===== config.mk =====
export PLATFORM = sky130hd
export DESIGN_NAME = stereo_txq
export DESIGN_NICKNAME = d
export VERILOG_FILES = /design/src/rtl/stereo_txq_pkg.sv /design/src/rtl/stereo_txq_chan.sv /design/src/rtl/stereo_txq_irq.sv /design/src/rtl/stereo_txq.sv
export SDC_FILE = /design/constraint.sdc
export NUM_CORES = 1
export LEC_CHECK = 0
export BUFFER_PORTS_ARGS = -buffer_cell sky130_fd_sc_hd__buf_2
export CAP_MARGIN = 20
export CELL_PAD_IN_SITES_DETAIL_PLACEMENT = 1
export CELL_PAD_IN_SITES_GLOBAL_PLACEMENT = 2
export CORE_MARGIN = 4
export CORE_UTILIZATION = 49
export DETAILED_ROUTE_END_ITERATION = 16
export MAX_ROUTING_LAYER = met4
export PLACE_DENSITY = 0.9
export SYNTH_ARGS = -nofsm -noshare
export SYNTH_HDL_FRONTEND = slang
export SYNTH_SLANG_ARGS = --single-unit

===== constraint.sdc =====
create_clock -name clk -period 7.4 [get_ports clk]
set_input_delay 0 -clock clk [delete_from_list [all_inputs] [get_ports clk]]
set_output_delay 0 -clock clk [all_outputs]
set_load 0.01 [all_outputs]

===== src/rtl/stereo_txq_pkg.sv =====
package stereo_txq_pkg;
  localparam int SAMPLE_W = 16;
  localparam int Q_DEPTH  = 8;

  typedef enum logic [2:0] {
    ADDR_CTRL  = 3'd0,
    ADDR_STAT  = 3'd1,
    ADDR_PUSHL = 3'd2,
    ADDR_PUSHR = 3'd3,
    ADDR_UNMSK = 3'd4
  } txq_addr_e;

  localparam int BIT_ACK = 0;
  localparam int BIT_OVR = 2;
  localparam int BIT_UDR = 4;
  localparam int BIT_SRC = 2;
  localparam int CNT_LO_L = 8;
  localparam int CNT_LO_R = 16;
endpackage


===== src/rtl/stereo_txq_chan.sv =====
module stereo_txq_chan #(
  parameter int DEPTH = 8,
  parameter int DW    = 16,
  parameter int CNT_W = $clog2(DEPTH + 1)
) (
  input  logic             clk,
  input  logic             rst_n,
  input  logic             en_i,
  input  logic             push_i,
  input  logic [DW-1:0]    wdata_i,
  input  logic             pop_i,
  input  logic             clr_ovr_i,
  input  logic             clr_udr_i,
  output logic             ack_o,
  output logic [CNT_W-1:0] count_o,
  output logic [DW-1:0]    head_o,
  output logic             ovr_o,
  output logic             udr_o
);
  localparam int PTR_W = (DEPTH > 1) ? $clog2(DEPTH) : 1;
  localparam logic [CNT_W-1:0] FULL_C = CNT_W'(DEPTH);
  localparam logic [PTR_W-1:0] LAST_C = PTR_W'(DEPTH - 1);

  logic [PTR_W-1:0] wr_ptr_q, wr_ptr_n, rd_ptr_q, rd_ptr_n;
  logic [CNT_W-1:0] cnt_q, cnt_n;
  logic             ack_q, ovr_q, ovr_n, udr_q, udr_n;
  logic [DW-1:0]    mem_q [DEPTH];
  logic             full, empty, push_ok, pop_ok;

  assign full    = (cnt_q == FULL_C);
  assign empty   = (cnt_q == '0);
  assign push_ok = ack_q & push_i & ~full;
  assign pop_ok  = ack_q & pop_i & ~empty;

  always_comb begin
    wr_ptr_n = wr_ptr_q;
    rd_ptr_n = rd_ptr_q;
    cnt_n    = cnt_q;
    if (!en_i) begin
      wr_ptr_n = '0;
      rd_ptr_n = '0;
      cnt_n    = '0;
    end else begin
      if (push_ok) wr_ptr_n = (wr_ptr_q == LAST_C) ? '0 : wr_ptr_q + 1'b1;
      if (pop_ok)  rd_ptr_n = (rd_ptr_q == LAST_C) ? '0 : rd_ptr_q + 1'b1;
      cnt_n = cnt_q + CNT_W'(push_ok) - CNT_W'(pop_ok);
    end
    ovr_n = (ovr_q & ~clr_ovr_i) | (ack_q & push_i & full);
    udr_n = (udr_q & ~clr_udr_i) | (ack_q & pop_i & empty);
  end

  always_ff @(posedge clk or negedge rst_n) begin
    if (!rst_n) begin
      wr_ptr_q <= '0;
      rd_ptr_q <= '0;
      cnt_q    <= '0;
      ack_q    <= 1'b0;
      ovr_q    <= 1'b0;
      udr_q    <= 1'b0;
    end else begin
      wr_ptr_q <= wr_ptr_n;
      rd_ptr_q <= rd_ptr_n;
      cnt_q    <= cnt_n;
      ack_q    <= en_i;
      ovr_q    <= ovr_n;
      udr_q    <= udr_n;
    end
  end

  always_ff @(posedge clk) begin
    if (push_ok) mem_q[wr_ptr_q] <= wdata_i;
  end

  assign head_o  = empty ? '0 : mem_q[rd_ptr_q];
  assign ack_o   = ack_q;
  assign count_o = cnt_q;
  assign ovr_o   = ovr_q;
  assign udr_o   = udr_q;
endmodule


===== src/rtl/stereo_txq_irq.sv =====
module stereo_txq_irq #(
  parameter int CNT_W  = 4,
  parameter int THRESH = 4
) (
  input  logic             clk,
  input  logic             rst_n,
  input  logic             unmask_i,
  input  logic             src_en_i,
  input  logic [CNT_W-1:0] level_i,
  output logic             irq_o
);
  localparam logic [CNT_W-1:0] THR_C = CNT_W'(THRESH);
  logic irq_q, irq_n;

  always_comb irq_n = unmask_i & src_en_i & (level_i <= THR_C);

  always_ff @(posedge clk or negedge rst_n) begin
    if (!rst_n) irq_q <= 1'b0;
    else        irq_q <= irq_n;
  end

  assign irq_o = irq_q;
endmodule


===== src/rtl/stereo_txq.sv =====
module stereo_txq
  import stereo_txq_pkg::*;
#(
  parameter int DEPTH = Q_DEPTH,
  parameter int DW    = SAMPLE_W
) (
  input  logic          clk,
  input  logic          rst_n,
  input  logic          cpu_wr,
  input  logic [2:0]    cpu_addr,
  input  logic [31:0]   cpu_wdata,
  output logic [31:0]   cpu_rdata,
  input  logic          ser_pop_l,
  input  logic          ser_pop_r,
  output logic [DW-1:0] ser_data_l,
  output logic [DW-1:0] ser_data_r
  ,output logic         irq
);
  localparam int CNT_W  = $clog2(DEPTH + 1);
  localparam int THRESH = DEPTH / 2;

  logic [1:0] ch_en_q, ch_en_n;
  logic       src_en_q, src_en_n, gie_q, gie_n;
  logic       ctrl_wr, stat_wr, unmsk_wr;
  logic [1:0] push, pop, ack, ovr, udr;
  logic [CNT_W-1:0] cnt_l, cnt_r;
  logic [DW-1:0]    head [2];
  logic [CNT_W-1:0] cnt  [2];
  logic unused_wdata;

  assign unused_wdata = ^cpu_wdata;
  assign ctrl_wr  = cpu_wr & (cpu_addr == ADDR_CTRL);
  assign stat_wr  = cpu_wr & (cpu_addr == ADDR_STAT);
  assign unmsk_wr = cpu_wr & (cpu_addr == ADDR_UNMSK);
  assign push[0]  = cpu_wr & (cpu_addr == ADDR_PUSHL);
  assign push[1]  = cpu_wr & (cpu_addr == ADDR_PUSHR);
  assign pop      = {ser_pop_r, ser_pop_l};

  always_comb begin
    ch_en_n  = ch_en_q;
    src_en_n = src_en_q;
    gie_n    = gie_q;
    if (ctrl_wr) begin
      ch_en_n  = cpu_wdata[1:0];
      src_en_n = cpu_wdata[BIT_SRC];
    end
    if (unmsk_wr) gie_n = cpu_wdata[0];
  end

  always_ff @(posedge clk or negedge rst_n) begin
    if (!rst_n) begin
      ch_en_q  <= '0;
      src_en_q <= 1'b0;
      gie_q    <= 1'b0;
    end else begin
      ch_en_q  <= ch_en_n;
      src_en_q <= src_en_n;
      gie_q    <= gie_n;
    end
  end

  for (genvar c = 0; c < 2; c++) begin : g_ch
    stereo_txq_chan #(.DEPTH(DEPTH), .DW(DW), .CNT_W(CNT_W)) u_chan (
      .clk       (clk),
      .rst_n     (rst_n),
      .en_i      (ch_en_q[c]),
      .push_i    (push[c]),
      .wdata_i   (cpu_wdata[DW-1:0]),
      .pop_i     (pop[c]),
      .clr_ovr_i (stat_wr & cpu_wdata[BIT_OVR + c]),
      .clr_udr_i (stat_wr & cpu_wdata[BIT_UDR + c]),
      .ack_o     (ack[c]),
      .count_o   (cnt[c]),
      .head_o    (head[c]),
      .ovr_o     (ovr[c]),
      .udr_o     (udr[c])
    );
  end

  assign cnt_l      = cnt[0];
  assign cnt_r      = cnt[1];
  assign ser_data_l = head[0];
  assign ser_data_r = head[1];

  stereo_txq_irq #(.CNT_W(CNT_W), .THRESH(THRESH)) u_irq (
    .clk      (clk),
    .rst_n    (rst_n),
    .unmask_i (gie_q),
    .src_en_i (src_en_q),
    .level_i  (cnt_r),
    .irq_o    (irq)
  );

  always_comb begin
    cpu_rdata = '0;
    unique case (cpu_addr)
      ADDR_CTRL:  cpu_rdata[2:0] = {src_en_q, ch_en_q};
      ADDR_STAT: begin
        cpu_rdata[BIT_ACK +: 2]        = ack;
        cpu_rdata[BIT_OVR +: 2]        = ovr;
        cpu_rdata[BIT_UDR +: 2]        = udr;
        cpu_rdata[CNT_LO_L +: CNT_W]   = cnt_l;
        cpu_rdata[CNT_LO_R +: CNT_W]   = cnt_r;
      end
      ADDR_UNMSK: cpu_rdata[0] = gie_q;
      default:    cpu_rdata = '0;
    endcase
  end
endmodule


Yosys cells after proc, flatten, opt, wreduce, memory -nomap -nowiden
Memories as Yosys holds them, arrays and structs flattened.
Cells that the tools add are included.
W data, S select, Z words.
Storage, ports and cells
  flip-flop bits (word level): 31
  memory bits (writable): 256
  input port bits: 40
  output and inout port bits: 65
  logic and storage cells: 108
  memories kept: 2
Cells by class
  add/subtract/negate cells: 8
  magnitude comparators: 1
  equality and inequality tests: 14
  multiplexer cells: 25
  bitwise logic cells: 39
  reductions and logical operators: 3
Memories
  g_ch[0].u_chan.mem_q: depth 8, width 16, read ports 1, clocked after memory_dff 0, write ports 1, line stereo_txq_chan.sv:27  | logic [DW-1:0] mem_q [DEPTH];
  g_ch[1].u_chan.mem_q: depth 8, width 16, read ports 1, clocked after memory_dff 0, write ports 1, line stereo_txq_chan.sv:27
Operator list (count)
  $mux W3: 13
  $mux W16: 2
  $and A1 B1 Y1: 27
  $mux W4: 4
  $eq A3 B3 Y1 const B: 5
  $add A3 B1 Y3 const B: 4
  $add A4 B1 Y4: 2
  $eq A4 B4 Y1 const B: 2
  $logic_not A4 Y1: 2
  $ne A2 B1 Y1 const B: 4
  $not A1 Y1: 8
  $sub A4 B1 Y4: 2
  $eq A3 B2 Y1 const B: 2
  $le A4 B3 Y1 const B: 1
  $mux W1: 4
  $or A1 B1 Y1: 4
  $pmux W2 S2: 1
  $eq A3 B1 Y1 const B: 1
  $logic_not A3 Y1: 1
  $pmux W1 S3: 1

Depth between registers and ports, before layout
  depth in word-level cells: 7
  mapped depth: 10
  depth with buffers taken out: 10

By module
From an unflattened synthesis, not the netlist that was laid out.
Second synthesis, totals
  cells, all modules: 609
  area, all modules: 11800.1 um^2
By module, submodules not included
  stereo_txq_chan (g_ch[1].u_chan): instances 1, cells each 272, area an instance 5625.4 um^2, sequential area each 4169.0 um^2
  stereo_txq_chan (g_ch[0].u_chan): instances 1, cells each 272, area an instance 5601.6 um^2, sequential area each 4169.0 um^2
  stereo_txq: instances 1, cells each 62, area an instance 533.0 um^2, sequential area each 100.1 um^2
  stereo_txq_irq: instances 1, cells each 3, area an instance 40.0 um^2, sequential area each 25.0 um^2

Least setup slack after synthesis
Ideal clock, no wire load.
  kind: register to register
  start: reg g_ch[0].u_chan.cnt_q[2]
  end: mem g_ch[0].u_chan.mem_q[4][0], enable pin
  library setup time: 0.436 ns
  arrival time: 2.694 ns
  data required time: 6.964 ns
  slack: 4.270 ns
  stages on the path, launching flop included: 6
  buffers on the path: 0
  clock period less this slack: 3.130 ns
  path through: dfrtp_1 inv_1 ha_1 or3b_2 nand3_4 nor4b_1
On the way
  longest elaborated chain between the ends: 5
Ends and longest elaborated chain
  from (decl): line stereo_txq_chan.sv:25  | logic [CNT_W-1:0] cnt_q, cnt_n;
  from (signal assigned): line stereo_txq_chan.sv:63  | cnt_q <= cnt_n;
  $eq A4 B4 Y1: line stereo_txq_chan.sv:30  | assign full = (cnt_q == FULL_C);
  $not A1 Y1: line stereo_txq_chan.sv:32  | assign push_ok = ack_q & push_i & ~full;
  $and A1 B1 Y1: line stereo_txq_chan.sv:32
  $mux W1: line stereo_txq_chan.sv:71  | if (push_ok) mem_q[wr_ptr_q] <= wdata_i;
  $mux W1 (implied by the code): line stereo_txq_chan.sv:71
  to (decl): line stereo_txq_chan.sv:27
No other way between the ends.

Worst setup path after layout
  start: reg g_ch[0].u_chan.cnt_q[2]
  end: out ser_data_l[5]
On the way
  longest elaborated chain between the ends: 2
Ends and longest elaborated chain
  $logic_not A4 Y1: line stereo_txq_chan.sv:31  | assign empty = (cnt_q == '0);
  $mux W16: line stereo_txq_chan.sv:74  | assign head_o = empty ? '0 : mem_q[rd_ptr_q];
  to (decl): line stereo_txq.sv:15  | output logic [DW-1:0] ser_data_l,
No other way between the ends.

==> run_results.csv <==
group,metric,value,unit
clocking,clkSlewWorstSetupHoldPaths,0.06,ns
sta,setup_tns,0,ns
grt,grt_pass1_vias,6852,
power,power.density_cell_area,291,nW/um2
die,fp.dieArea,26900,um2
sta,final.setup.worst_slack,4.78,ns
grt,grt_start_max_net_pins,36,
grt,met2_usage,0.358,
logic_synthesis,synth_cells,596,
power,post-layout-total-power,0.00404,W
finish,register_area,8470,um2
place,hpwlAfterDp,15.5,mm
clocking,cts_resized,0,
die,die_h,164,um
worst_setup_path,endpoint_kind,"primary output",
logic_synthesis,yosys_register_bits,287,
worst_setup_path,path_delay_family,"simple AND/OR/NAND/NOR gates",
logic_synthesis,post_synthesis_cell_area,11900,um2
grt,gr-usage-met3,0.0286,
route,detail_route.wl_per_cell,24.6,um
route,routed_vias,6027,
sta,rsz_0062_raised_after_global_routing,"no",
route,detail_route.drc_violations,0,
min_path,worst_hold_path_type,"in2async",
logic_synthesis,synth_top_flop_cell,"edfxtp_1",
logic_synthesis,synth_largest_area_cell,"edfxtp_1",
worst_setup_path,critPathMaxFanout,16,
worst_setup_path,critPathLaunchType,"flop",
die,design.core.area,23700,um2
clocking,cts.sinks,287,
worst_setup_path,crit_type,"reg2out",
clocking,clk_path_buf_depth,3,
finish,final_net_count,776,
grt,antenna_found_initial,0,
grt,grt.overflow.total,0,
finish,multi_input_area,3230,um2
grt,gr-usage-met1,0.264,
worst_setup_path,cpPeakStageDelay,0.77,ns
sta,worstMarginPinSlew,1.05,ns
worst_setup_path,timing.critical_path.arrival,2.62,ns
grt,grt_first_pass_wirelength,40.5,mm
clocking,cts.htree.levels,1,
worst_setup_path,cp_num_buf_inv,2,
outcome,outcome,"completed",
sta,layout_worst_path_cycle_share,0.354,
worst_setup_path,timing.critical_path.required,7.40,ns
clocking,clockRootBuffer,"clkbuf_16",
route,viasPerCell,5.71,
die,ioPinCount,105,
worst_setup_path,r2r_setup_slack,4.79,ns
sta,drv_slew,0,
sta,finalClockSkew,0.0167,ns
finish,drive_gt1_frac,0.278,
finish,number_of_fill_cells_in_the_layout,2111,
clocking,tritoncts,"yes",
route,detailedRoute.firstPassIterationCount,7,
worst_setup_path,critical_path.cell_chain,"inv_1 -> ha_1 -> nor3b_4 -> nor2b_2 -> a22o_1 -> buf_2",
logic_synthesis,proportion_of_synthesized_chip_area_in_sequential_cells,0.710,
grt,grt-busiest-layer,"met2",
power,power.leakage,4.83,nW
power,peakVddDrop,0.180,mV
logic_synthesis,synthTopCellsByArea,"edfxtp_1 64%, mux4_2 7.2%, dfrtp_1 6.5%",
flow_run,max_cap_violations,0,
sta,timing_hold_violations_final,0,
die,row_count,56,
logic_synthesis,synthesis.area_per_instance,20.0,um2
clocking,clock_latency,0.55,ns
worst_setup_path,cpMaxStageDelayCell,"nor2b_2",
die,start_util,0.504,
logic_synthesis,post-synth-top-area-fraction,0.645,
sta,setup_viol,0,
die,chipWidth,164,um
sta,slew_headroom,0.302,
sta,clock.fmax,0.382,GHz
route,route.antenna.remaining_nets,0,
grt,groute.usage.overall,0.205,
logic_synthesis,number_of_distinct_library_cell_variants_in_the_gate_level_netlist_after_synthesis,50,
place,dp_worst_setup_slack,4.78,ns
route,route.final.wire_length,25.9,mm
route,drt_iter0_drc,546,
place,gp_congestion,0.767,
logic_synthesis,asyncSetResetFlopFracSynth,0.108,
place,portBuffers,70,
finish,antenna_cells,0,
logic_synthesis,synth-edff-count,256,
clocking,numCtsBuffers,30,
logic_synthesis,synth.yosys.warnings,0,
finish,synthToLayoutAreaGrowth,16.2,%
sta,finalWorstPathRequiredPeriod,2.62,ns
## synth_stat cells (all sizes together) (3+ instances only)
cell and number:
nor4b 5, dfrtp 31, nor4 6, nor2 5, nor2b 3, edfxtp 256
buf 36, ha 21, nor3b 3, nor3 6, a22o 32, mux4 64
clkbuf 9, nand3b 5, mux2 4, inv 17, a21boi 6, mux2i 11
or3b 4, and2 17, nand2 19, o21ai 7
## metrics by stage
stage / hold WS, ns / cell area [um2] / instances / util
3_3_place_gp: 0.0976 / 12600 / 972 / 0.533
3_5_place_dp: 0.117 / 12600 / 972 / 0.533
5_1_grt: 0.132 / 13900 / 1056 / 0.585
4_1_cts: 0.0693 / 13800 / 1054 / 0.584
2_1_floorplan: -0.296 / 12000 / 613 / -
6_report: 0.0468 / 13900 / 1056 / 0.585
## worst paths after layout
path	endpoint	from	cells past startpoint
min in group clk	g_ch[0].u_chan.mem_q[0][14]	cpu_wdata[14]	2
worst max register to register	g_ch[1].u_chan.mem_q[4][2]	g_ch[1].u_chan.count_o[2]	6
max in group asynchronous	g_ch[1].u_chan.rd_ptr_q[0]	rst_n	2
worst min-delay path	g_ch[1].u_chan.count_o[2]	rst_n	2
worst max-delay path	ser_data_l[5]	g_ch[0].u_chan.count_o[2]	6
worst min register to register	g_ch[0].u_chan.ovr_o	g_ch[0].u_chan.ovr_o	1
## layout make-up
type / instances / area share
Sequential cell: 287 / 0.611
Multi-Input combinational cell: 264 / 0.233
Timing Repair Buffer: 113 / 0.0551
Clock buffer: 32 / 0.0547
Tap cell: 319 / 0.0288
Clock inverter: 24 / 0.0134
Inverter: 17 / 0.00460
## cells by family (layout without fill, tap and decap cells)
group,count (synthesis),after routing,share of synthesized area
other cells,1,18,0.000314
compound gates,55,55,0.0370
simple gates,87,87,0.0496
xor+xnor,2,2,0.00147
mux,79,79,0.142
buf+inv,62,186,0.0344
flops,287,287,0.710
fa+ha+maj,23,23,0.0254
## power by group
group          leakage [nW]  internal, W  switching, W
Clock                 0.458     0.000812      0.000607
Combinational          1.67     0.000349      0.000423
Sequential             2.71      0.00180     0.0000480
Total                  4.83      0.00296       0.00108
## layer usage
metal | vias up | wire [um]
met5 | - | 0
met3 | 30 | 1700
li1 | 2653 | -
met2 | 223 | 14000
met1 | 3121 | 9900
met4 | 0 | 375
## cells in the final DEF, fill, tap and decap left out, types with 5 or more instances in the layout
cell type,count
nor2_1,5
and2_1,17
clkinv_2,9
o21ai_0,7
nand2_1,19
ha_1,21
a22o_1,32
mux2i_1,11
mux4_1,26
edfxtp_1,256
buf_2,70
nand3b_1,5
buf_4,15
mux4_2,38
a21boi_0,6
dfrtp_1,29
inv_1,15
dlygate4sd3_1,26
conb_1,18
clkinv_1,7
nor4_2,6
nor4b_2,5
clkbuf_16,30
## repair_timing
item / in CTS / in global routing
hold endpoints to repair: 298 / 0
setup endpoints to repair: 0 / 0
buffers inserted: 0 / 0
hold buffers: 26 / 0
## registers in the layout, summed over array words and instances (netlist names)
name / flops
ch_en_q: 2
g_ch.u_chan.ack_o: 2
g_ch.u_chan.count_o: 8
g_ch.u_chan.mem_q: 256
g_ch.u_chan.ovr_o: 2
g_ch.u_chan.rd_ptr_q: 6
g_ch.u_chan.udr_o: 2
g_ch.u_chan.wr_ptr_q: 6
gie_q: 1
src_en_q: 1
u_irq.irq_o: 1
Power figures use the tool's default switching activity.
